`src/rtl/cc_pkg.sv`:
```
package cc_pkg;

    typedef enum logic [1:0] {
        LN_INV = 2'd0,
        LN_SHR = 2'd1,
        LN_EXC = 2'd2
    } line_state_e;

    typedef enum logic [1:0] {
        BUS_IDLE   = 2'd0,
        BUS_RDMISS = 2'd1,
        BUS_WRMISS = 2'd2,
        BUS_WB     = 2'd3
    } bus_cmd_e;

    typedef enum logic [2:0] {
        FSM_IDLE    = 3'd0,
        FSM_WAIT    = 3'd1,
        FSM_ISSUE   = 3'd2,
        FSM_SWAIT   = 3'd3,
        FSM_SISSUE  = 3'd4
    } ctl_state_e;

    function automatic logic is_miss(bus_cmd_e c);
        return (c == BUS_RDMISS) || (c == BUS_WRMISS);
    endfunction

endpackage

```
`src/rtl/cc_tag_store.sv`:
```
module cc_tag_store
    import cc_pkg::*;
#(
    parameter int LINES  = 4,
    parameter int TAG_W  = 6,
    parameter int DATA_W = 16,
    localparam int IDX_W = $clog2(LINES)
) (
    input  logic              clk,
    input  logic              rst,
    input  logic [IDX_W-1:0]  a_idx,
    output line_state_e       a_state,
    output logic [TAG_W-1:0]  a_tag,
    output logic [DATA_W-1:0] a_data,
    input  logic [IDX_W-1:0]  b_idx,
    output line_state_e       b_state,
    output logic [TAG_W-1:0]  b_tag,
    output logic [DATA_W-1:0] b_data,
    input  logic              we,
    input  logic [IDX_W-1:0]  wr_idx,
    input  line_state_e       wr_state,
    input  logic [TAG_W-1:0]  wr_tag,
    input  logic [DATA_W-1:0] wr_data,
    output line_state_e       states_o [LINES]
);

    line_state_e       st_q   [LINES];
    logic [TAG_W-1:0]  tag_q  [LINES];
    logic [DATA_W-1:0] data_q [LINES];

    for (genvar g = 0; g < LINES; g++) begin : g_line
        always_ff @(posedge clk) begin
            if (rst) begin
                st_q[g]   <= LN_INV;
                tag_q[g]  <= '0;
                data_q[g] <= '0;
            end else if (we && (wr_idx == IDX_W'(g))) begin
                st_q[g]   <= wr_state;
                tag_q[g]  <= wr_tag;
                data_q[g] <= wr_data;
            end
        end
        assign states_o[g] = st_q[g];
    end

    assign a_state = st_q[a_idx];
    assign a_tag   = tag_q[a_idx];
    assign a_data  = data_q[a_idx];
    assign b_state = st_q[b_idx];
    assign b_tag   = tag_q[b_idx];
    assign b_data  = data_q[b_idx];

endmodule

```
`src/rtl/cc_snoop_filter.sv`:
```
module cc_snoop_filter
    import cc_pkg::*;
#(
    parameter int TAG_W = 6
) (
    input  bus_cmd_e         snp_cmd,
    input  logic [TAG_W-1:0] snp_tag,
    input  line_state_e      ln_state,
    input  logic [TAG_W-1:0] ln_tag,
    output logic             hit,
    output logic             need_wb,
    output line_state_e      next_state
);

    always_comb begin
        hit        = is_miss(snp_cmd) && (ln_state != LN_INV) && (snp_tag == ln_tag);
        need_wb    = hit && (ln_state == LN_EXC);
        next_state = (snp_cmd == BUS_RDMISS) ? LN_SHR : LN_INV;
    end

endmodule

```
`src/rtl/snoop_inv_cache.sv`:
```
module snoop_inv_cache
    import cc_pkg::*;
#(
    parameter int ADDR_W = 8,
    parameter int DATA_W = 16,
    parameter int LINES  = 4
) (
    input  logic              clk,
    input  logic              rst,
    input  logic              cpu_valid,
    input  logic              cpu_write,
    input  logic [ADDR_W-1:0] cpu_addr,
    input  logic [DATA_W-1:0] cpu_wdata,
    output logic              cpu_ready,
    output logic [DATA_W-1:0] cpu_rdata,
    output logic              bus_req,
    input  logic              bus_gnt,
    output logic [1:0]        bus_cmd_o,
    output logic [ADDR_W-1:0] bus_addr_o,
    output logic [DATA_W-1:0] bus_data_o,
    input  logic              bus_done,
    input  logic [DATA_W-1:0] bus_rdata,
    input  logic [1:0]        snoop_cmd,
    input  logic [ADDR_W-1:0] snoop_addr
);

    localparam int IDX_W = $clog2(LINES);
    localparam int TAG_W = ADDR_W - IDX_W;

    ctl_state_e        fsm_q;
    logic [ADDR_W-1:0] req_addr_q;
    logic              req_write_q;
    logic              pend_q;
    bus_cmd_e          op_q;
    logic [ADDR_W-1:0] iss_addr_q;
    logic [DATA_W-1:0] iss_data_q;
    logic [IDX_W-1:0]  snp_idx_q;
    line_state_e       snp_next_q;

    logic [IDX_W-1:0]  cpu_idx, req_idx, snp_idx, a_idx, b_idx;
    logic [TAG_W-1:0]  cpu_tag, req_tag, snp_tag;
    line_state_e       a_state, b_state;
    logic [TAG_W-1:0]  a_tag, b_tag;
    logic [DATA_W-1:0] a_data, b_data;
    line_state_e       ln_states [LINES];

    logic              we;
    logic [IDX_W-1:0]  wr_idx;
    line_state_e       wr_state;
    logic [TAG_W-1:0]  wr_tag;
    logic [DATA_W-1:0] wr_data;

    logic              snp_hit_raw, snp_wb, snp_act;
    line_state_e       snp_next;
    logic              hit_rd, hit_wr, cpu_hit;
    bus_cmd_e          plan_op;
    logic [ADDR_W-1:0] plan_addr;
    logic [DATA_W-1:0] plan_data;
    logic              snp_phase, watch_snoop;

    assign cpu_idx = cpu_addr[IDX_W-1:0];
    assign cpu_tag = cpu_addr[ADDR_W-1:IDX_W];
    assign req_idx = req_addr_q[IDX_W-1:0];
    assign req_tag = req_addr_q[ADDR_W-1:IDX_W];
    assign snp_idx = snoop_addr[IDX_W-1:0];
    assign snp_tag = snoop_addr[ADDR_W-1:IDX_W];

    assign snp_phase   = (fsm_q == FSM_SWAIT) || (fsm_q == FSM_SISSUE);
    assign watch_snoop = (fsm_q == FSM_IDLE) || (fsm_q == FSM_WAIT);
    assign a_idx       = (fsm_q == FSM_IDLE) ? cpu_idx : req_idx;
    assign b_idx       = snp_phase ? snp_idx_q : snp_idx;

    cc_tag_store #(.LINES(LINES), .TAG_W(TAG_W), .DATA_W(DATA_W)) u_store (
        .clk      (clk),
        .rst      (rst),
        .a_idx    (a_idx),
        .a_state  (a_state),
        .a_tag    (a_tag),
        .a_data   (a_data),
        .b_idx    (b_idx),
        .b_state  (b_state),
        .b_tag    (b_tag),
        .b_data   (b_data),
        .we       (we),
        .wr_idx   (wr_idx),
        .wr_state (wr_state),
        .wr_tag   (wr_tag),
        .wr_data  (wr_data),
        .states_o (ln_states)
    );

    cc_snoop_filter #(.TAG_W(TAG_W)) u_filter (
        .snp_cmd    (bus_cmd_e'(snoop_cmd)),
        .snp_tag    (snp_tag),
        .ln_state   (b_state),
        .ln_tag     (b_tag),
        .hit        (snp_hit_raw),
        .need_wb    (snp_wb),
        .next_state (snp_next)
    );

    assign snp_act = watch_snoop && snp_hit_raw;

    // processor-side hit detection (port A follows cpu_addr while idle)
    always_comb begin
        hit_rd  = (a_state != LN_INV) && (a_tag == cpu_tag);
        hit_wr  = (a_state == LN_EXC) && (a_tag == cpu_tag);
        cpu_hit = cpu_write ? hit_wr : hit_rd;
    end

    assign cpu_ready = (fsm_q == FSM_IDLE) && !snp_act && (!cpu_valid || cpu_hit);
    assign cpu_rdata = a_data;

    // next transaction for the pending request, re-derived every wait cycle
    always_comb begin
        if ((a_state == LN_EXC) && (a_tag != req_tag)) begin
            plan_op   = BUS_WB;
            plan_addr = {a_tag, req_idx};
            plan_data = a_data;
        end else begin
            plan_op   = req_write_q ? BUS_WRMISS : BUS_RDMISS;
            plan_addr = req_addr_q;
            plan_data = '0;
        end
    end

    // single line write port: snoop updates, write hits and bus fills
    always_comb begin
        we       = 1'b0;
        wr_idx   = a_idx;
        wr_state = a_state;
        wr_tag   = a_tag;
        wr_data  = a_data;
        unique case (fsm_q)
            FSM_IDLE, FSM_WAIT: begin
                if (snp_act && !snp_wb) begin
                    we       = 1'b1;
                    wr_idx   = snp_idx;
                    wr_state = snp_next;
                    wr_tag   = b_tag;
                    wr_data  = b_data;
                end else if ((fsm_q == FSM_IDLE) && !snp_act && cpu_valid && cpu_write && hit_wr) begin
                    we       = 1'b1;
                    wr_idx   = cpu_idx;
                    wr_state = LN_EXC;
                    wr_tag   = cpu_tag;
                    wr_data  = cpu_wdata;
                end
            end
            FSM_ISSUE: begin
                if (bus_done) begin
                    we     = 1'b1;
                    wr_idx = req_idx;
                    if (op_q == BUS_WB) begin
                        wr_state = LN_INV;
                    end else begin
                        wr_state = (op_q == BUS_WRMISS) ? LN_EXC : LN_SHR;
                        wr_tag   = req_tag;
                        wr_data  = bus_rdata;
                    end
                end
            end
            FSM_SISSUE: begin
                if (bus_done) begin
                    we       = 1'b1;
                    wr_idx   = snp_idx_q;
                    wr_state = snp_next_q;
                    wr_tag   = b_tag;
                    wr_data  = b_data;
                end
            end
            default: ;
        endcase
    end

    always_ff @(posedge clk) begin
        if (rst) begin
            fsm_q       <= FSM_IDLE;
            req_addr_q  <= '0;
            req_write_q <= 1'b0;
            pend_q      <= 1'b0;
            op_q        <= BUS_IDLE;
            iss_addr_q  <= '0;
            iss_data_q  <= '0;
            snp_idx_q   <= '0;
            snp_next_q  <= LN_INV;
        end else begin
            unique case (fsm_q)
                FSM_IDLE, FSM_WAIT: begin
                    if (snp_act) begin
                        if (snp_wb) begin
                            fsm_q      <= FSM_SWAIT;
                            snp_idx_q  <= snp_idx;
                            snp_next_q <= snp_next;
                        end
                    end else if (fsm_q == FSM_IDLE) begin
                        if (cpu_valid && !cpu_hit) begin
                            fsm_q       <= FSM_WAIT;
                            req_addr_q  <= cpu_addr;
                            req_write_q <= cpu_write;
                            pend_q      <= 1'b1;
                        end
                    end else if (bus_gnt) begin
                        fsm_q      <= FSM_ISSUE;
                        op_q       <= plan_op;
                        iss_addr_q <= plan_addr;
                        iss_data_q <= plan_data;
                    end
                end
                FSM_ISSUE: begin
                    if (bus_done) begin
                        if (op_q == BUS_WB) begin
                            fsm_q <= FSM_WAIT;
                        end else begin
                            fsm_q  <= FSM_IDLE;
                            pend_q <= 1'b0;
                        end
                    end
                end
                FSM_SWAIT: begin
                    if (bus_gnt) begin
                        fsm_q      <= FSM_SISSUE;
                        op_q       <= BUS_WB;
                        iss_addr_q <= {b_tag, snp_idx_q};
                        iss_data_q <= b_data;
                    end
                end
                FSM_SISSUE: begin
                    if (bus_done) begin
                        fsm_q <= pend_q ? FSM_WAIT : FSM_IDLE;
                    end
                end
                default: fsm_q <= FSM_IDLE;
            endcase
        end
    end

    assign bus_req    = (fsm_q != FSM_IDLE);
    assign bus_cmd_o  = ((fsm_q == FSM_ISSUE) || (fsm_q == FSM_SISSUE)) ? op_q : BUS_IDLE;
    assign bus_addr_o = iss_addr_q;
    assign bus_data_o = iss_data_q;

    // a transaction starts only after a grant was observed
    assert_issue_after_grant_R5: assert property (@(posedge clk) disable iff (rst)
        $rose(bus_cmd_o != BUS_IDLE) |-> $past(bus_gnt));

    // command and address hold until completion
    assert_cmd_held_R5: assert property (@(posedge clk) disable iff (rst)
        (bus_cmd_o != BUS_IDLE && !bus_done) |=>
            (bus_cmd_o == $past(bus_cmd_o)) && (bus_addr_o == $past(bus_addr_o)));

    // an accepted write leaves its line Exclusive
    assert_write_excl_R4: assert property (@(posedge clk) disable iff (rst)
        (cpu_valid && cpu_ready && cpu_write) |=> (ln_states[$past(cpu_idx)] == LN_EXC));

    // snooped write miss to a Shared line drops it without bus traffic
    assert_snoop_shared_inv_R9: assert property (@(posedge clk) disable iff (rst)
        (snp_act && !snp_wb && bus_cmd_e'(snoop_cmd) == BUS_WRMISS) |=>
            (ln_states[$past(snp_idx)] == LN_INV) && (bus_cmd_o == BUS_IDLE));

    // dirty data never leaves a line except through a completed write-back
    for (genvar i = 0; i < LINES; i++) begin : g_chk
        assert_excl_exit_wb_R8: assert property (@(posedge clk) disable iff (rst)
            (ln_states[i] == LN_EXC) |=>
                (ln_states[i] == LN_EXC) || ($past(bus_done) && $past(bus_cmd_o) == BUS_WB));
    end

endmodule

```
`config.mk`:
```
export PLATFORM = sky130hd
export DESIGN_NAME = snoop_inv_cache
export DESIGN_NICKNAME = d
export VERILOG_FILES = /design/src/rtl/cc_pkg.sv /design/src/rtl/cc_tag_store.sv /design/src/rtl/cc_snoop_filter.sv /design/src/rtl/snoop_inv_cache.sv
export SDC_FILE = /design/constraint.sdc
export NUM_CORES = 1
export LEC_CHECK = 0
export ABC_AREA = 1
export BUFFER_PORTS_ARGS = -buffer_cell sky130_fd_sc_hd__buf_2
export CAP_MARGIN = 20
export CORE_UTILIZATION = 60
export CTS_CLUSTER_DIAMETER = 40
export CTS_CLUSTER_SIZE = 16
export DETAILED_ROUTE_END_ITERATION = 10
export PLACE_DENSITY = 0.81
export SLEW_MARGIN = 25
export SYNTH_ARGS = -nofsm -noshare
export SYNTH_HDL_FRONTEND = slang
export SYNTH_HIERARCHICAL = 1
export SYNTH_SLANG_ARGS = --single-unit
```
`constraint.sdc`:
```
create_clock -name clk -period 9.5 [get_ports clk]
set_input_delay 2.85 -clock clk [delete_from_list [all_inputs] [get_ports clk]]
set_output_delay 2.85 -clock clk [all_outputs]
set_load 0.005 [all_outputs]
```
* After elaboration in Yosys (flattened, before gate mapping)
Memories as Yosys holds them, arrays and structs flattened.
Cells that the tools add are included.
** Storage, ports and cells
- Flip-flop bits (word level) :: 43
- Bits in latches :: 0
- Bits in writable memories :: 96
- Memory bits (read-only) :: 0
- Logic and storage cells :: 189
- Memories kept :: 3
** Cells by class
- Add/subtract/negate cells :: 0
- Multipliers :: 0
- Divide/modulo/power cells :: 0
- Order comparisons :: 0
- Equality and inequality tests :: 28
- Shift operators :: 0
- Muxes and demuxes :: 95
- Bitwise operators :: 13
- Reductions and logical operators :: 41
** Memories
- u_store.data_q :: words 4, bits a word 16, rd ports 2, clocked after memory_dff 0, write ports 4, RTL line cc_tag_store.sv:29 : logic [DATA_W-1:0] data_q [LINES];
- u_store.tag_q :: words 4, bits a word 6, rd ports 2, clocked after memory_dff 0, write ports 4, RTL line cc_tag_store.sv:28 : logic [TAG_W-1:0] tag_q [LINES];
- u_store.st_q :: words 4, bits a word 2, rd ports 2, clocked after memory_dff 0, write ports 4, RTL line cc_tag_store.sv:27 : line_state_e st_q [LINES];
** Operator list (count)
- $mux 16 :: 14
- $mux 6 :: 9
- $pmux 16 s3 :: 1
- $mux 2 :: 23
- $mux 8 :: 5
- $pmux 16 s2 :: 1
- $mux 1 :: 26
- $mux 3 :: 8
- $logic_and 1x1->1 :: 18
- $ne 2x2->1 const B :: 9
- $pmux 6 s3 :: 1
- $pmux 8 s2 :: 1
- $eq 2x2->1 const B :: 7
- $eq 6x6->1 :: 2
- $or 1x1->1 :: 12
- $pmux 2 s3 :: 2
- $pmux 3 s4 :: 1
- $reduce_and 6->1 :: 2
- $ne 4x4->1 const B :: 2
- $reduce_bool 2->1 :: 4
- $eq 3x2->1 const B :: 2
- $ne 6x6->1 :: 1
- $logic_or 1x1->1 :: 5
- $reduce_and 5->1 :: 1
- other kinds (14) :: 20

* Depth between registers and ports, before layout
Gate-level depths: netlist of the first run.
An unclocked memory read counts as a cell.
- Word-level depth :: 22
- Gate-level depth with buffers :: 29

* Modules after synthesis
Netlist of the first run, hierarchy kept.
** By module, submodules not included
- cc_tag_store :: instances 1, cells an instance 706, area an instance 5333.9 µm², sequential area each 2882.8 µm²
- snoop_inv_cache :: instances 1, cells an instance 647, area an instance 3779.9 µm², sequential area each 860.8 µm²
- cc_snoop_filter :: instances 1, cells an instance 38, area an instance 171.4 µm², sequential area each 0.0 µm²

* Worst setup path before layout of the first run
No wires, ideal clock.
- Kind :: input port to output port
- Start point :: in snoop_addr[0]
- End point :: out cpu_ready
- Data arrival time :: 4.764 ns
- Slack :: 1.886 ns
- Stages :: 15
- Path buffers :: 2
- Path through :: inv_1 -> o21ai_0 -> buf_2 -> buf_2 -> nand2_1 -> nand3_1 -> nand2_1 -> nand2_1 -> nand2_1 -> nor2_1 -> nand2_1 -> nor2_1 -> nor2_4 -> nand2_1 -> inv_1
** Between the ends
- Elaborated cells between the ends (all ways) :: 11
- Those cells by class :: 1 x eq/ne; 1 x mux; 7 x reduce/logical; 2 x memory
** RTL lines
- from (decl) :: RTL line snoop_inv_cache.sv:24 : input logic [ADDR_W-1:0] snoop_addr
- $mux 2 :: RTL line snoop_inv_cache.sv:71 : assign b_idx = snp_phase ? snp_idx_q : snp_idx;
- named net b_idx[0] :: RTL line snoop_inv_cache.sv:40 : logic [IDX_W-1:0] cpu_idx, req_idx, snp_idx, a_idx, b_idx;
- $mem_v2 4x6
- named net b_tag[2] :: RTL line snoop_inv_cache.sv:43 : logic [TAG_W-1:0] a_tag, b_tag;
- $eq 6x6->1 :: RTL line cc_snoop_filter.sv:16 : hit = is_miss(snp_cmd) && (ln_state != LN_INV) && (snp_tag == ln_tag);
- $logic_and 1x1->1 :: RTL line cc_snoop_filter.sv:16
- named net snp_hit_raw :: RTL line snoop_inv_cache.sv:53 : logic snp_hit_raw, snp_wb, snp_act;
- $logic_and 1x1->1 :: RTL line snoop_inv_cache.sv:102 : assign snp_act = watch_snoop && snp_hit_raw;
- $logic_not 1->1 :: RTL line snoop_inv_cache.sv:111 : assign cpu_ready = (fsm_q == FSM_IDLE) && !snp_act && (!cpu_valid || cpu_hit);
- $logic_and 1x1->1 (2 in series) :: RTL line snoop_inv_cache.sv:111
- to (decl) :: RTL line snoop_inv_cache.sv:14 : output logic cpu_ready,
The timed path passes the listed nets, and every way through them passes these cells.

* Worst setup path in the final report of the first run
Ends and elaborated chain as after synthesis.

==> results of run 1 <==
## worst max path at each step
stage,startpoint,end,slack (ns),depth (start not counted)
after global placement,snoop_addr[0],cpu_ready,1.44,16
after detailed placement,snoop_addr[0],cpu_ready,1.34,14
after global routing,snoop_addr[0],cpu_ready,1.04,16
final,snoop_addr[0],cpu_ready,1.17,16
after CTS,snoop_addr[0],cpu_ready,1.28,16
after floorplan,snoop_addr[0],cpu_ready,1.89,15
## report_power, final
| part | leakage [uW] | internal (uW) | switching, uW |
|---|---|---|---|
| clock network | 0.000270 | 367 | 279 |
| logic | 0.00344 | 669 | 1910 |
| registers | 0.00135 | 753 | 47.8 |
## cell usage in the layout, fill, tap and decap left out, drive strengths merged, types with 2 or more instances in the layout
| master | instances |
|---|---|
| nand2 | 482 |
| inv | 189 |
| nor2 | 148 |
| nand3 | 127 |
| buf | 111 |
| edfxtp | 96 |
| o21ai | 94 |
| a21oi | 92 |
| dfxtp | 43 |
| clkbuf | 19 |
| mux2 | 16 |
| nand4 | 12 |
| nor3 | 9 |
| clkinv | 5 |
| mux2i | 4 |
| o22ai | 2 |
| a31oi | 2 |
| clkinvlp | 2 |
## metrics by stage
stage,setup WS [ns],cells
after floorplan,1.89,1391
after global placement,1.44,1618
after detailed placement,1.34,1618
after CTS,1.28,1650
after global routing,1.04,1651
final,1.17,1651
## sequential cells by signal (all words and copies together), names as in the netlist
signal	flops
fsm_q	3
bus_data_o	16
pend_q	1
u_store/st_q	8
u_store/tag_q	24
u_store/data_q	64
snp_idx_q	2
req_write_q	1
snp_next_q	2
req_addr_q	8
op_q	2
bus_addr_o	8
## critical path: stages
cell and delay, ns:
buf_2 0.11, inv_1 0.11, o21ai_4 0.09, inv_2 0.59
nand2_1 0.19, nand3_1 0.14, nand2_1 0.16, inv_1 0.09
nand2_1 0.05, nand2_1 0.05, nand3_1 0.11, nor2_1 0.41
nor2_4 0.09, nand2_1 0.22, inv_1 0.06, buf_2 0.12
## layer usage
| metal | share of wire | vias up |
|---|---|---|
| met4 | 0.019 | 0 |
| met1 | 0.41 | 4306 |
| li1 | - | 4542 |
| met2 | 0.43 | 626 |
| met5 | 0 | - |
| met3 | 0.14 | 56 |
## cell families (layout without fill, tap and decap cells)
kind of cell             Yosys count  in the layout
multiplexers                      20             20
other                              1              2
AND/OR/NAND/NOR                  778            778
buffers and inverters            256            327
AO/OA/AOI/OAI                    194            194
adder cells (fa/ha/maj)            1              1
XOR/XNOR                           2              2
flip-flops                       139            139
## cell type report
type | count | area [um^2] | share of cell area
multi-input combinational | 996 | 4550 | 0.439
sequential | 139 | 3740 | 0.361
inverter | 184 | 691 | 0.0666
timing repair buffer | 111 | 586 | 0.0564
clock buffer | 19 | 433 | 0.0417
tap | 188 | 235 | 0.0227
clock inverter | 13 | 133 | 0.0128
antenna | 1 | 2.50 | 0.000241
==> results.cfg, run 1 <==
[placement]
place_congestion = 0.971
dp_hpwl_mm = 19.9
io_buffer_count = 99
postPlaceCellArea_mm2 = 0.00981

[routing]
ant_nets = 0
drt_pass1_iterations = 6
vias_per_cell = 5.77
dr_total_vias = 9530
post-route-drc-count = 0
drtIter0Drc = 1721
route.detailed.wl_per_inst_um = 17.7
wl_mm = 29.3

[worst_setup_path]
r2r_slack_ns = 3.31
start_kind = input pin
reg2regPathDepth = 24
setup.worst_path.class = input pin to output port
reg2reg_to = u_store/data_q[1][0]
arrival_ns = 5.48
worstPathRequired_ns = 6.65
cp-end-kind = output port
timing.rr.start = fsm_q[2]
cp_max_fo = 48

[floorplanning]
start_util = 0.613
fp.dieH_um = 126
pin_count = 100
die_area_mm2 = 0.0160
rows = 45
core_area_mm2 = 0.0151
die_x_um = 126

[synthesis]
yosysWarnings = 6
synthTopCellsByArea = edfxtp_1 (31%), nand2_1 (19%), dfxtp_1 (9.3%), inv_1 (7.1%), nand3_1 (6.8%)
yosys-mux-area-fraction = 0.0237
ys.flop_type = edfxtp_1
synthAdderAreaFrac = 0.00135
synth_top_area_frac = 0.310
synth-seq-area-share = 0.403
syn_avg_cell_area_um2 = 6.68
synth_top_family_by_area = simple AND/OR/NAND/NOR gates
synthTopCellsByCount = nand2_1 (477), inv_1 (176), nor2_1 (140), nand3_1 (126), edfxtp_1 (96)
netlist_area_mm2 = 0.00929
synth_compound_area_frac = 0.107
synth_nets = 1448
synthArstFlopShare = 0
yosys.area_share.simple = 0.350
yosys.area.top_type = edfxtp_1
ys_seq_elements = 139
synth_edf_count = 96
post-synth-top-count-cell = nand2_1
synthXorXnorAreaFrac = 0.00189
ys_types = 39
synthCells = 1391

[sta]
hold_viol_final = 0
finalSetupViolCount = 0
timing.final.max_slew_violations = 0
min_period_ns = 8.33
period_share = 0.877
slew_headroom = 0.296
fin_setup_tns_ns = 0
holdWs_ns = 0.457
max_freq_ghz = 0.120
rsz0062_at_grt = false
fin_skew_ns = 0.00881
worst_slew_pin_slew_ns = 1.05

[clocking]
htree_num_levels = 4
root_buffer = clkbuf_16
post_cts_buffers = 0
cts_buffers = 17
path_clk_slew_ns = 0.06
ctsLongestPathBuffers = 2
post_cts_resized = 0
tritoncts = yes
clk_latency_ns = 0.43
numClockSinks = 139
cts_hold_buffers = 0

[pwr]
ir_worst_vdd_uv = 237
p_total_uw = 4030
p_per_area_mw_per_mm2 = 388
leakage_uw = 0.00505

[global_routing]
gr-total-overflow = 0
track_usage = 0.369
grt_pass1_wl_mm = 45.1
antenna_found_initial = 1
grt_util_met2 = 0.539
grt_max_degree = 52
grt_pass1_vias = 8318
grt_busiest_layer = met1
grt_use_met3 = 0.0848
grt_util_met1 = 0.540

[layout]
fill_cells = 1315
final_core_util = 0.685
syn2layout_area_growth_pct = 11.7
num-nets-final = 1506
final_cell_area_mm2 = 0.0104
drive_gt1_frac = 0.126

[hold_path]
hp-class = register to register
hold_start = snp_next_q[1]
hold-path-endpoint = snp_next_q[1]
hold_path_depth = 2

[run]
cap_violations = 0

[run_status]
outcome = complete, no violations
No activity file was read; power rests on OpenSTA's default activity.
==> run 2, diff against run 1 <==
CTS_BUF_LIST = sky130_fd_sc_hd__clkbuf_4 sky130_fd_sc_hd__clkbuf_8 sky130_fd_sc_hd__clkbuf_16   (was not set)
==> run 2 against run 1 <==
Effect of this change:
- routed wire length shrank 0.19%
- sequential share of layout area is essentially flat
- critical path type unchanged
- clock power grew 0.8%
==> results.cfg, run 2 (same netlist as run 1, synthesis figures left out) <==
[global_routing]
grt_max_degree = 52
grt_pass1_wl_mm = 45.1
grt_busiest_layer = met2
grt_util_met2 = 0.539
gr-total-overflow = 0
track_usage = 0.368
grt_pass1_vias = 8321
grt_use_met3 = 0.0886
grt_util_met1 = 0.536
antenna_found_initial = 1

[hold_path]
hold_start = snp_next_q[1]
hp-class = register to register

[sta]
slew_headroom = 0.282
period_share = 0.874
rsz0062_at_grt = false
hold_viol_final = 0
timing.final.max_slew_violations = 0
finalSetupViolCount = 0
min_period_ns = 8.31
worst_slew_pin_slew_ns = 1.07
fin_skew_ns = 0.00790
max_freq_ghz = 0.120
fin_setup_tns_ns = 0

[layout]
layout_commonest_cell = nand2_1
largest_reg_flops = 64
instances_no_fill = 1651
drive_gt1_frac = 0.127
final_cell_area_mm2 = 0.0104
final_cell_mix = nand2_1 (476), inv_1 (176), nor2_1 (140), nand3_1 (125), buf_2 (99)
syn2layout_area_growth_pct = 11.8
largest-register = u_store/data_q
num-nets-final = 1506

[pwr]
p_per_area_mw_per_mm2 = 389
leakage_uw = 0.00506
ir_worst_vdd_uv = 235

[routing]
drt_pass1_iterations = 6
ant_nets = 0
wl_mm = 29.2
drtIter0Drc = 1666
vias_per_cell = 5.78
route.detailed.wl_per_inst_um = 17.7
post-route-drc-count = 0
dr_total_vias = 9550

[clocking]
cts_hold_buffers = 0
cts_buffers = 17
tritoncts = yes
ctsLongestPathBuffers = 2
clk_latency_ns = 0.43
root_buffer = clkbuf_16
htree_num_levels = 4
post_cts_buffers = 0
numClockSinks = 139
post_cts_resized = 0
path_clk_slew_ns = 0.06

[worst_setup_path]
slowest_stage = inv_2
path_cells = buf_2 -> inv_1 -> o21ai_4 -> inv_2 -> nand2_1 -> nand3_1 -> nand2_1 -> inv_1 -> nand2_1 -> nand2_1 -> nand3_1 -> nor2_1 -> nor2_4 -> nand2_1 -> inv_1 -> buf_2
timing.rr.start = fsm_q[2]
start_kind = input pin
cp_max_fo = 48
arrival_ns = 5.46
critPathMaxStageDelay_ns = 0.58
startpoint = snoop_addr[0]
cp_common_cell = nand2_1
worstPathRequired_ns = 6.65
cp-end-kind = output port
setup.worst_path.class = input pin to output port

[floorplanning]
die_x_um = 126
core_area_mm2 = 0.0151
rows = 45
pin_count = 100
fp.dieH_um = 126
die_area_mm2 = 0.0160
start_util = 0.613

[placement]
dp_hpwl_mm = 19.9
io_buffer_count = 99
dpl.cell_count = 1618
postPlaceCellArea_mm2 = 0.00981
place_congestion = 0.971

[run]
cap_violations = 0

[run_status]
outcome = complete, no violations
-- run 2: per-layer routing --
| metal | share of wire | vias to the layer above |
|---|---|---|
| met5 | 0 | - |
| met4 | 0.019 | 0 |
| met3 | 0.14 | 51 |
| met2 | 0.43 | 654 |
| met1 | 0.41 | 4302 |
| li1 | - | 4543 |
-- run 2: path summary, 6_finish.rpt --
| path | end | slack (ns) | cells after the start |
|---|---|---|---|
| max | cpu_ready | 1.19 | 16 |
| min | snp_next_q[1] | 0.46 | 2 |
| max reg2reg | u_store/data_q[1][0] | 3.32 | 24 |
| min reg2reg | snp_next_q[1] | 0.46 | 2 |
-- run 2: per-stage QoR --
step | hold slack, ns | setup slack, ns | util | power, uW
finish | 0.457 | 1.19 | 0.685 | 4030
global route | 0.484 | 1.04 | 0.685 | 4290
global placement | 0.442 | 1.44 | 0.647 | 3230
detailed placement | 0.443 | 1.34 | 0.647 | 3270
floorplan | 0.425 | 1.89 | - | 2490
CTS | 0.452 | 1.28 | 0.685 | 3940
-- run 2: cell type report --
class / count / area [um^2]
sequential: 139 / 3740
clock inverter: 13 / 133
antenna: 1 / 2.50
multi-input combinational: 996 / 4550
clock buffer: 19 / 440
tap: 188 / 235
inverter: 184 / 691
timing repair buffer: 111 / 586
fill: 1312 / 4760
-- run 2: report_power, final --
part | switching (uW) | leakage (uW) | internal (uW)
Clock | 279 | 0.000277 | 373
Sequential | 47.8 | 0.00135 | 753
Combinational | 1910 | 0.00344 | 669
Total | 2240 | 0.00506 | 1790
-- run 2: critical path: cells and delay by family --
| kind | cells | cell delay, ns |
|---|---|---|
| buffers and inverters | 6 | 1.06 |
| and+or+nand+nor | 9 | 1.41 |
| AOI/OAI and AO/OA | 1 | 0.09 |
==> run 3, diff against run 2 <==
MAX_ROUTING_LAYER = met4   (was not set)
==> run 3 against run 2 <==
Effect of this change:
- first-iteration DRC count fell by 6.2%
- critical endpoint unchanged
- combinational power barely moved
- routed wire length barely moved
- cell count did not move
- register-to-register slack got worse by 0.04 ns
- worst setup slack got worse by 0.18 ns
- sequential share of layout area fell by 0.10 points
- clock power rose by 6.0%
- critical path type unchanged
- via count fell by 0.45%
- design area rose by 0.28%
==> results.cfg, run 3 (same netlist as run 1, synthesis figures left out) <==
[run_status]
outcome = complete, no violations

[sta]
fin_setup_tns_ns = 0
fin_skew_ns = 0.0117
hold_viol_final = 0
holdWs_ns = 0.453
fin_ws_ns = 1.01
worst_slew_pin_slew_ns = 1.07
slew_headroom = 0.287
min_period_ns = 8.49
timing.final.max_slew_violations = 0
period_share = 0.893
rsz0062_at_grt = false
finalSetupViolCount = 0
max_freq_ghz = 0.118

[worst_setup_path]
crit_family = buffers and inverters
startpoint = snoop_addr[1]
r2r_slack_ns = 3.28
timing.rr.start = fsm_q[0]
worstPathRequired_ns = 6.65
endpoint = cpu_ready
cp-end-kind = output port
arrival_ns = 5.64
cp_num_cells = 17
critPathMaxStageDelay_ns = 0.70
cp.buffers_inverters = 7
reg2regPathDepth = 25
setup.worst_path.class = input pin to output port
reg2reg_to = u_store/data_q[2][3]
slowest_stage = inv_1
cp_common_cell = nand2_1
cp_max_fo = 25
path_cells = buf_2 -> inv_1 -> o21ai_2 -> buf_4 -> inv_1 -> nand3_1 -> nand2_1 -> inv_1 -> nand2_1 -> nand2_1 -> nor2_1 -> nand2_1 -> nor2_1 -> nor2_4 -> nand2_1 -> inv_1 -> buf_2
start_kind = input pin

[routing]
wl_mm = 29.2
drt_pass1_iterations = 7
dr_total_vias = 9507
vias_per_cell = 5.76
ant_nets = 0
route.detailed.wl_per_inst_um = 17.7
drtIter0Drc = 1562
post-route-drc-count = 0

[clocking]
htree_num_levels = 4
post_cts_resized = 0
numClockSinks = 139
post_cts_buffers = 0
ctsLongestPathBuffers = 2
cts_hold_buffers = 0
root_buffer = clkbuf_16
path_clk_slew_ns = 0.06
tritoncts = yes
cts_buffers = 17
clk_latency_ns = 0.45

[floorplanning]
start_util = 0.613
die_x_um = 126
fp.dieH_um = 126
core_area_mm2 = 0.0151
die_area_mm2 = 0.0160
rows = 45
pin_count = 100

[placement]
io_buffer_count = 99
dp_hpwl_mm = 19.6
place_congestion = 0.985
dpl.cell_count = 1619
dp_slack_ns = 1.09

[layout]
drive_gt1_frac = 0.129
instances_no_fill = 1651
fill_cells = 1337
largest-register = u_store/data_q
largest_reg_flops = 64
num-nets-final = 1507
layout_commonest_cell = nand2_1
antenna_cells = 0
syn2layout_area_growth_pct = 12.1
final_cell_mix = nand2_1 (475), inv_1 (176), nor2_1 (140), nand3_1 (125), buf_2 (99)

[global_routing]
antenna_found_initial = 0
gr-total-overflow = 0
grt_max_degree = 52
track_usage = 0.382
grt_pass1_vias = 8191
grt_pass1_wl_mm = 45.2

[hold_path]
hp-class = register to register

[pwr]
leakage_uw = 0.00508
p_per_area_mw_per_mm2 = 390
p_total_uw = 4060
ir_worst_vdd_uv = 248

[run]
cap_violations = 0
==> run 3: changes by cell type in the layout (fill, tap and decap cells not counted), sizes merged <==
cell and delta:
inv +3, clkbuf -2, clkinv -2, buf +1, clkinvlp +1, diode -1
==> run 3: worst register-to-register path, delay by kind of cell, from the launching register on <==
kind	cells	cell delay [ns]
compound gates	3	0.29
buf+inv	5	1.55
flops	1	0.38
simple gates	17	3.69
==> run 3: power breakdown <==
| group | switching (uW) | total [uW] | internal [uW] |
|---|---|---|---|
| logic | 1910 | 2580 | 665 |
| registers | 46.8 | 799 | 752 |
| clock network | 314 | 690 | 376 |
==> run 3: how the worst min path moves through the flow <==
stage	startpoint	end	depth (start not counted)
after detailed placement	snp_next_q[1]	snp_next_q[1]	2
after CTS	snp_next_q[1]	snp_next_q[1]	2
after global routing	snp_next_q[1]	snp_next_q[1]	2
after global placement	snp_next_q[0]	snp_next_q[0]	2
final	snp_next_q[1]	snp_next_q[1]	2
after floorplan	snp_next_q[0]	snp_next_q[0]	2
==> run 3: stage by stage <==
stage                     area, um^2   util
after detailed placement        9810  0.647
after floorplan                 9290      -
after global placement          9800  0.647
after global routing           10400  0.687
after CTS                      10400  0.687
final                          10400  0.687
==> run 3: final cells by class <==
| class | instances | area (um^2) | area share |
|---|---|---|---|
| Timing Repair Buffer | 112 | 593 | 0.0570 |
| Tap cell | 188 | 235 | 0.0226 |
| Sequential cell | 139 | 3740 | 0.360 |
| Inverter | 184 | 691 | 0.0663 |
| Clock inverter | 15 | 176 | 0.0169 |
| Multi-Input combinational cell | 996 | 4550 | 0.437 |
| Clock buffer | 17 | 425 | 0.0409 |
==> run 3: metal layers <==
layer,share of wire,up-vias,GRT usage
li1,-,4539,-
met1,0.42,4295,0.533
met2,0.43,616,0.547
met3,0.13,57,0.100
met4,0.019,0,0.111
met5,0,-,-
